## src/rtl/fidseq_pkg.sv

```systemverilog
package fidseq_pkg;

    localparam int CODE_W = 8;
    localparam int OFS_W  = 24;

    localparam logic [CODE_W-1:0] CODE_NULL = 8'h00;
    localparam logic [CODE_W-1:0] CODE_TERM = 8'h7F;

    typedef struct packed {
        logic [OFS_W-1:0]  ofs;
        logic [CODE_W-1:0] code;
    } seq_entry_t;

    typedef enum logic {
        PL_IDLE = 1'b0,
        PL_RUN  = 1'b1
    } play_state_e;

    function automatic logic is_term(input logic [CODE_W-1:0] c);
        return c == CODE_TERM;
    endfunction

endpackage

```

## src/rtl/fidseq_bank_ctl.sv

```systemverilog
module fidseq_bank_ctl (
    input  logic clk,
    input  logic rst,
    input  logic fiducial,
    input  logic swap_req,
    output logic active_bank
);

    logic swap_pend_q;
    logic swap_due;

    assign swap_due = swap_pend_q | swap_req;

    always_ff @(posedge clk) begin
        if (rst) begin
            active_bank <= 1'b0;
            swap_pend_q <= 1'b0;
        end else if (fiducial) begin
            if (swap_due) begin
                active_bank <= ~active_bank;
            end
            swap_pend_q <= 1'b0;
        end else if (swap_req) begin
            swap_pend_q <= 1'b1;
        end
    end

    // The active bank may only change at a fiducial edge.
    assert_bank_only_at_fid_R9: assert property (@(posedge clk) disable iff (rst)
        !fiducial |=> $stable(active_bank));

    // A fiducial with nothing pending leaves the bank unchanged.
    assert_no_swap_no_flip_R9: assert property (@(posedge clk) disable iff (rst)
        (fiducial && !swap_pend_q && !swap_req) |=> $stable(active_bank));

endmodule

```

## src/rtl/fidseq_ram.sv

```systemverilog
module fidseq_ram
    import fidseq_pkg::*;
#(
    parameter int DEPTH = 16,
    localparam int AW = $clog2(DEPTH)
) (
    input  logic             clk,
    input  logic             active_bank,
    input  logic             wr_en,
    input  logic [AW-1:0]    wr_addr,
    input  seq_entry_t       wr_entry,
    input  logic [AW-1:0]    rd_addr,
    output seq_entry_t       rd_entry
);

    localparam int NBANK = 2;

    seq_entry_t bank_rd [NBANK];

    for (genvar b = 0; b < NBANK; b++) begin : g_bank
        seq_entry_t store_q [DEPTH];
        logic       sel_wr;

        assign sel_wr = wr_en && (active_bank != 1'(b));

        always_ff @(posedge clk) begin
            if (sel_wr) begin
                store_q[wr_addr] <= wr_entry;
            end
        end

        assign bank_rd[b] = store_q[rd_addr];
    end

    assign rd_entry = bank_rd[active_bank];

endmodule

```

## src/rtl/fidseq_player.sv

```systemverilog
module fidseq_player
    import fidseq_pkg::*;
#(
    parameter int DEPTH = 16,
    localparam int AW = $clog2(DEPTH)
) (
    input  logic              clk,
    input  logic              rst,
    input  logic              fiducial,
    input  seq_entry_t        entry,
    output logic [AW-1:0]     rd_addr,
    output logic [CODE_W-1:0] emit_code,
    output logic              overrun
);

    localparam logic [AW-1:0] LAST_IDX = AW'(DEPTH - 1);

    play_state_e       st_q;
    logic [OFS_W-1:0]  cnt_q;
    logic [AW-1:0]     idx_q;
    logic              ovr_q;
    logic              due;

    assign due = (st_q == PL_RUN) && !is_term(entry.code) && (entry.ofs == cnt_q);

    always_ff @(posedge clk) begin
        if (rst) begin
            st_q  <= PL_IDLE;
            cnt_q <= '0;
            idx_q <= '0;
            ovr_q <= 1'b0;
        end else if (fiducial) begin
            if (st_q == PL_RUN) begin
                ovr_q <= 1'b1;
            end
            st_q  <= PL_RUN;
            cnt_q <= '0;
            idx_q <= '0;
        end else if (st_q == PL_RUN) begin
            cnt_q <= cnt_q + 1'b1;
            if (is_term(entry.code)) begin
                st_q <= PL_IDLE;
            end else if (due) begin
                if (idx_q == LAST_IDX) begin
                    st_q <= PL_IDLE;
                end else begin
                    idx_q <= idx_q + 1'b1;
                end
            end
        end
    end

    always_comb begin
        emit_code = CODE_NULL;
        if (due && !fiducial) begin
            emit_code = entry.code;
        end
    end

    assign rd_addr = idx_q;
    assign overrun = ovr_q;

    assert_overrun_sticky_R7: assert property (@(posedge clk) disable iff (rst)
        ovr_q |=> ovr_q);

    assert_fid_restart_R7: assert property (@(posedge clk) disable iff (rst)
        fiducial |=> (st_q == PL_RUN && idx_q == '0 && cnt_q == '0));

    assert_idx_steps_R3: assert property (@(posedge clk) disable iff (rst)
        (st_q == PL_RUN && !fiducial) |=>
            (idx_q == $past(idx_q) || idx_q == $past(idx_q) + 1'b1));

    assert_idle_holds_R5: assert property (@(posedge clk) disable iff (rst)
        (st_q == PL_IDLE && !fiducial) |=> st_q == PL_IDLE);

endmodule

```

## src/rtl/fidseq_top.sv

```systemverilog
module fidseq_top
    import fidseq_pkg::*;
#(
    parameter int DEPTH = 16,
    localparam int AW = $clog2(DEPTH)
) (
    input  logic              clk,
    input  logic              rst,
    input  logic              fiducial,
    input  logic              swap_req,
    input  logic              wr_en,
    input  logic [AW-1:0]     wr_addr,
    input  logic [OFS_W-1:0]  wr_offset,
    input  logic [CODE_W-1:0] wr_code,
    input  logic [CODE_W-1:0] data_byte,
    output logic [2*CODE_W-1:0] link_word,
    output logic              link_valid,
    output logic              overrun
);

    logic              active_bank;
    logic [AW-1:0]     rd_addr;
    seq_entry_t        rd_entry;
    seq_entry_t        wr_entry;
    logic [CODE_W-1:0] emit_code;

    assign wr_entry = '{ofs: wr_offset, code: wr_code};

    fidseq_bank_ctl u_bank (
        .clk         (clk),
        .rst         (rst),
        .fiducial    (fiducial),
        .swap_req    (swap_req),
        .active_bank (active_bank)
    );

    fidseq_ram #(.DEPTH(DEPTH)) u_ram (
        .clk         (clk),
        .active_bank (active_bank),
        .wr_en       (wr_en),
        .wr_addr     (wr_addr),
        .wr_entry    (wr_entry),
        .rd_addr     (rd_addr),
        .rd_entry    (rd_entry)
    );

    fidseq_player #(.DEPTH(DEPTH)) u_play (
        .clk       (clk),
        .rst       (rst),
        .fiducial  (fiducial),
        .entry     (rd_entry),
        .rd_addr   (rd_addr),
        .emit_code (emit_code),
        .overrun   (overrun)
    );

    always_ff @(posedge clk) begin
        if (rst) begin
            link_word  <= '0;
            link_valid <= 1'b0;
        end else begin
            link_word  <= {data_byte, emit_code};
            link_valid <= 1'b1;
        end
    end

    assert_valid_each_cycle_R1: assert property (@(posedge clk) disable iff (rst)
        1'b1 |=> link_valid);

    assert_data_passthru_R1: assert property (@(posedge clk) disable iff (rst)
        1'b1 |=> link_word[2*CODE_W-1:CODE_W] == $past(data_byte));

    assert_fid_word_null_R4: assert property (@(posedge clk) disable iff (rst)
        fiducial |=> link_word[CODE_W-1:0] == CODE_NULL);

    assert_term_never_sent_R5: assert property (@(posedge clk) disable iff (rst)
        link_word[CODE_W-1:0] != CODE_TERM);

endmodule

```

## config.mk

```make
export PLATFORM = sky130hd
export DESIGN_NAME = fidseq_top
export DESIGN_NICKNAME = d
export VERILOG_FILES = /design/src/rtl/fidseq_pkg.sv /design/src/rtl/fidseq_bank_ctl.sv /design/src/rtl/fidseq_ram.sv /design/src/rtl/fidseq_player.sv /design/src/rtl/fidseq_top.sv
export SDC_FILE = /design/constraint.sdc
export NUM_CORES = 1
export LEC_CHECK = 0
export BUFFER_PORTS_ARGS = -buffer_cell sky130_fd_sc_hd__buf_2
export CAP_MARGIN = 20
export CORE_MARGIN = 10
export CORE_UTILIZATION = 47
export DETAILED_ROUTE_END_ITERATION = 12
export MAX_ROUTING_LAYER = met4
export PLACE_DENSITY = 0.66
export SLEW_MARGIN = 15
export SYNTH_ARGS = -nofsm -noshare
export SYNTH_HDL_FRONTEND = slang
export SYNTH_SLANG_ARGS = --single-unit
export TNS_END_PERCENT = 100
```

## constraint.sdc

```tcl
create_clock -name clk -period 3.4 [get_ports clk]
set_input_delay 0.17 -clock clk [delete_from_list [all_inputs] [get_ports clk]]
set_output_delay 0.17 -clock clk [all_outputs]
set_load 0.005 [all_outputs]
```

==> results by group <==
Outcome
  – Outcome: finished with violations
  – Violated checks: setup timing

Power
  – Comb power frac: around 2.5%
  – P_sw: ~5.5 mW
  – Pwr dens: ~540 nW/µm²
  – Internal Pwr Total: ~21 mW
  – Static leakage: roughly 16 nW
  – Clock network fraction of total power: between 40% and 50%
  – Pwr Total: between 20 and 30 mW
  – Worst voltage drop across the vdd grid: about 500 µV
  – Part of the total power dissipated in sequential elements: around 54%
  – Net switching share of the total power: 20.2%

Floorplan
  – Number of placed I/O pins: 67
  – Initial cell density of the core: 47.2%
  – Number of cell rows: 109
  – Core area: 88200 µm²
  – Horizontal extent of the die: between 300 and 400 µm
  – Die outline area: roughly 100000 µm²
  – Die span in y: between 300 and 400 µm

STA
  – Setup repair after global routing missed its margin: yes
  – Max frequency: approximately 280 MHz
  – Slew headroom: between 40% and 50%
  – Slack of the critical path: -0.147 ns
  – Pin slew with the least headroom to its limit: ~0.90 ns
  – Final Hold Viols: 0
  – Worst clock skew: 0.0301 ns
  – Min Tclk post-route: roughly 3.5 ns
  – Worst Hold Slack: ~0.039 ns
  – Count of final max-slew check failures: 0
  – Tcrit/Tclk final: 104%
  – Finish-stage setup viols: 15

Logic synthesis
  – Mapped Avg Cell Area: about 21 µm²
  – Top area cells in the synthesized netlist: edfxtp_1, mux4_2, mux2i_1
  – Number of enable-type register cells in the synthesized netlist: ~1000
  – Simple-gate area share of the yosys netlist: about 3.1%
  – Fraction of the yosys area taken by sequential cells: between 70 and 80%
  – Yosys top cell by area: edfxtp_1
  – Synthesized instance count: 2005
  – Top-area cell type share of the netlist area: approximately three quarters
  – Multiplexer fraction of the synthesized cell area: approximately 16%
  – Post-synth net total: roughly 2100
  – XOR/XNOR share of the synthesized area: less than 1%
  – Fraction of registers with async set or reset after synthesis: 0%
  – Count of different cell masters after synthesis: between 60 and 70
  – Compound-gate portion of the synthesized area: 2.55%
  – Total number of yosys warnings: 0
  – Post-synthesis instance area: 41700 µm²
  – Adder and majority gate portion of the synthesized area: less than 1%
  – Number of register bits inferred by synthesis: about 1100
  – Dominant combinational cell family by area after synthesis: multiplexers
  – Synth Flop Type: edfxtp_1

Clock network
  – Number of clock sinks: around 1100
  – Clock tree from TritonCTS: yes
  – Clock latency on the worst-skew pair: slightly below 0.7 ns
  – Clock root cell: clkbuf_16
  – Clock transition at the registers of the reported paths: approximately 0.060 ns
  – H-tree levels: 3
  – Longest Clk Path Bufs: 3
  – Clock buffers created by TritonCTS: 106

Detailed routing
  – Iteration count of the initial detailed-routing pass: 8
  – Sum of routed wire length over all layers: approximately 110000 µm
  – DR iter-0 viols: ~2900
  – Via count: 22200
  – Wire per inst: between 30 and 40 µm
  – DRC viols: 0
  – Number of routed nets with antenna violations: 0
  – Number of vias per cell: roughly 6.1

Min path
  – Worst min path class: primary input to flop
  – Worst hold path startpoint: wr_offset[15]
  – WHS Path Cells: 1

Placement
  – Last weighted congestion value of the routability-driven placer: between 0.8 and 0.9
  – Port-buffer cells: 66
  – Total half-perimeter wirelength after legalization and detailed placement: ~64000 µm
  – Instance area after placement: 45300 µm²

Setup path
  – Critical Path Sink Type: flop
  – Cell chain of the critical path: buf_12 -> mux4_2 -> mux4_2 -> xnor2_2 -> a41o_1 -> nand4_1 -> or4_4 -> nor4_4 -> buf_4 -> and4b_1 -> nor3_2
  – Depth of the most critical reg-to-reg path: 11
  – Arrival time worst endpoint: just over 4 ns
  – Most common cell on crit path: mux4_2
  – CP Launch Type: flop
  – Stage delay of the slowest cell on the critical path: around 0.6 ns
  – WP depth: 11
  – Kind of critical path: flop to flop
  – Largest fanout of any net on the critical path: 7
  – Largest delay share family, worst path: simple AND/OR/NAND/NOR gates
  – Crit path buf inv count: 2
  – Max stage delay cell, worst path: or4_4
  – Data required, critical path: 3.95 ns

Layout
  – Design Area, Final: around 50000 µm²
  – Commonest non-fill, non-tap cell in the layout: edfxtp_1
  – Final net count: ~2400
  – Fraction of final layout cells sized beyond drive strength 1: between 30 and 40%
  – Synthesis-to-layout area growth: 20.2%
  – Commonest cells after routing, fill and taps aside: edfxtp_1, mux4_2, buf_4, mux2i_1, clkbuf_16

Global routing
  – GRT Residual Overflow: 0
  – Via count of the first global-routing pass: 22200
  – First-pass GRT wire length: approximately 160000 µm
  – Overall track demand over capacity in global routing: 22.3%
  – Largest net degree at the start of global routing: 33
  – Number of antenna violations at the first check in global routing: 7

Flow run
  – Max-cap violations: 0
-- power groups by stage --
| stage | sequential [mW] | combinational, mW | clock, mW |
|---|---|---|---|
| floorplan | 14.9 | 0.190 | 0 |
| global placement | 14.9 | 0.583 | 0 |
| detailed placement | 14.9 | 0.604 | 0 |
| CTS | 14.7 | 0.663 | 11.8 |
| global route | 14.7 | 0.720 | 12.3 |
| finish | 14.7 | 0.680 | 11.6 |
-- repair_timing --
item / CTS / global route
setup buffers: 11 / 22
cloned: 4 / 3
pin swaps: 11 / 17
setup endpoints to repair: 17 / 17
hold buffers: 51 / 0
gates resized for setup: 35 / 47
hold endpoints to repair: 934 / 0
-- flip-flops by register name, indices dropped and copies added, names as in the netlist, named ones only --
register,flops
u_bank.active_bank,1
u_play.rd_addr,4
u_bank.swap_pend_q,1
u_play.overrun,1
u_ram.g_bank.store_q,1024
u_play.st_q,1
link_word,16
u_play.cnt_q,24
link_valid,1
-- cells in the mapped netlist, types with 24 or more instances --
cell type / count
mux2i_1: 137
buf_2: 36
nand2_1: 52
dfxtp_1: 53
edfxtp_1: 1024
nor2_1: 89
a22oi_1: 30
mux4_2: 213
a21oi_1: 28
o21ai_0: 24
-- worst register-to-register path, stage by stage, from the launching register on --
cell     delay [ns]
dfxtp_4        0.51
buf_12         0.17
mux4_2         0.51
mux4_2         0.54
xnor2_2        0.15
a41o_1         0.22
nand4_1        0.12
or4_4          0.60
nor4_4         0.16
buf_4          0.19
and4b_1        0.21
nor3_2         0.04
-- final cells by class --
| type | count | area [µm²] |
|---|---|---|
| Fill cell | 6396 | 38100 |
| Sequential cell | 1077 | 31800 |
| Multi-Input combinational cell | 824 | 9740 |
| Timing Repair Buffer | 366 | 3570 |
| Clock buffer | 137 | 2870 |
| Tap cell | 1165 | 1460 |
| Clock inverter | 61 | 589 |
| Inverter | 6 | 22.5 |
| Antenna cell | 5 | 12.5 |
-- worst paths after layout --
kind / end / slack, ns
worst max-delay path: flop / -0.15
worst min register to register: u_bank.swap_pend_q / 0.46
worst max register to register: flop / -0.15
worst min-delay path: u_ram.g_bank[1].store_q[10][23] / 0.04
-- routing by layer --
metal  vias up  global-route usage (%)  wire, µm
li1       9076                       -         -
met1     11800                    30.4     45100
met3       212                    3.41      9930
met4         0                    6.66      3230
met2      1194                    34.5     53900
met5         -                       -         0
-- cells by family after synthesis --
kind of cell,Yosys count
AND/OR/NAND/NOR,259
buffers and inverters,104
XOR/XNOR,42
adder cells (fa/ha/maj),2
AO/OA/AOI/OAI,154
multiplexers,367
flip-flops,1077
-- stage by stage --
stage	TNS [ns]	utilization, %	instances	worst slack, ns
after floorplan	0	-	2005	0.0753
after global placement	-5.04	51.3	3348	-0.356
after detailed placement	-5.36	51.3	3348	-0.447
after CTS	-2.14	56.2	3611	-0.210
after global routing	-3.41	56.8	3641	-0.280
final	-1.43	56.8	3641	-0.147
Power figures use the tool's default switching activity.
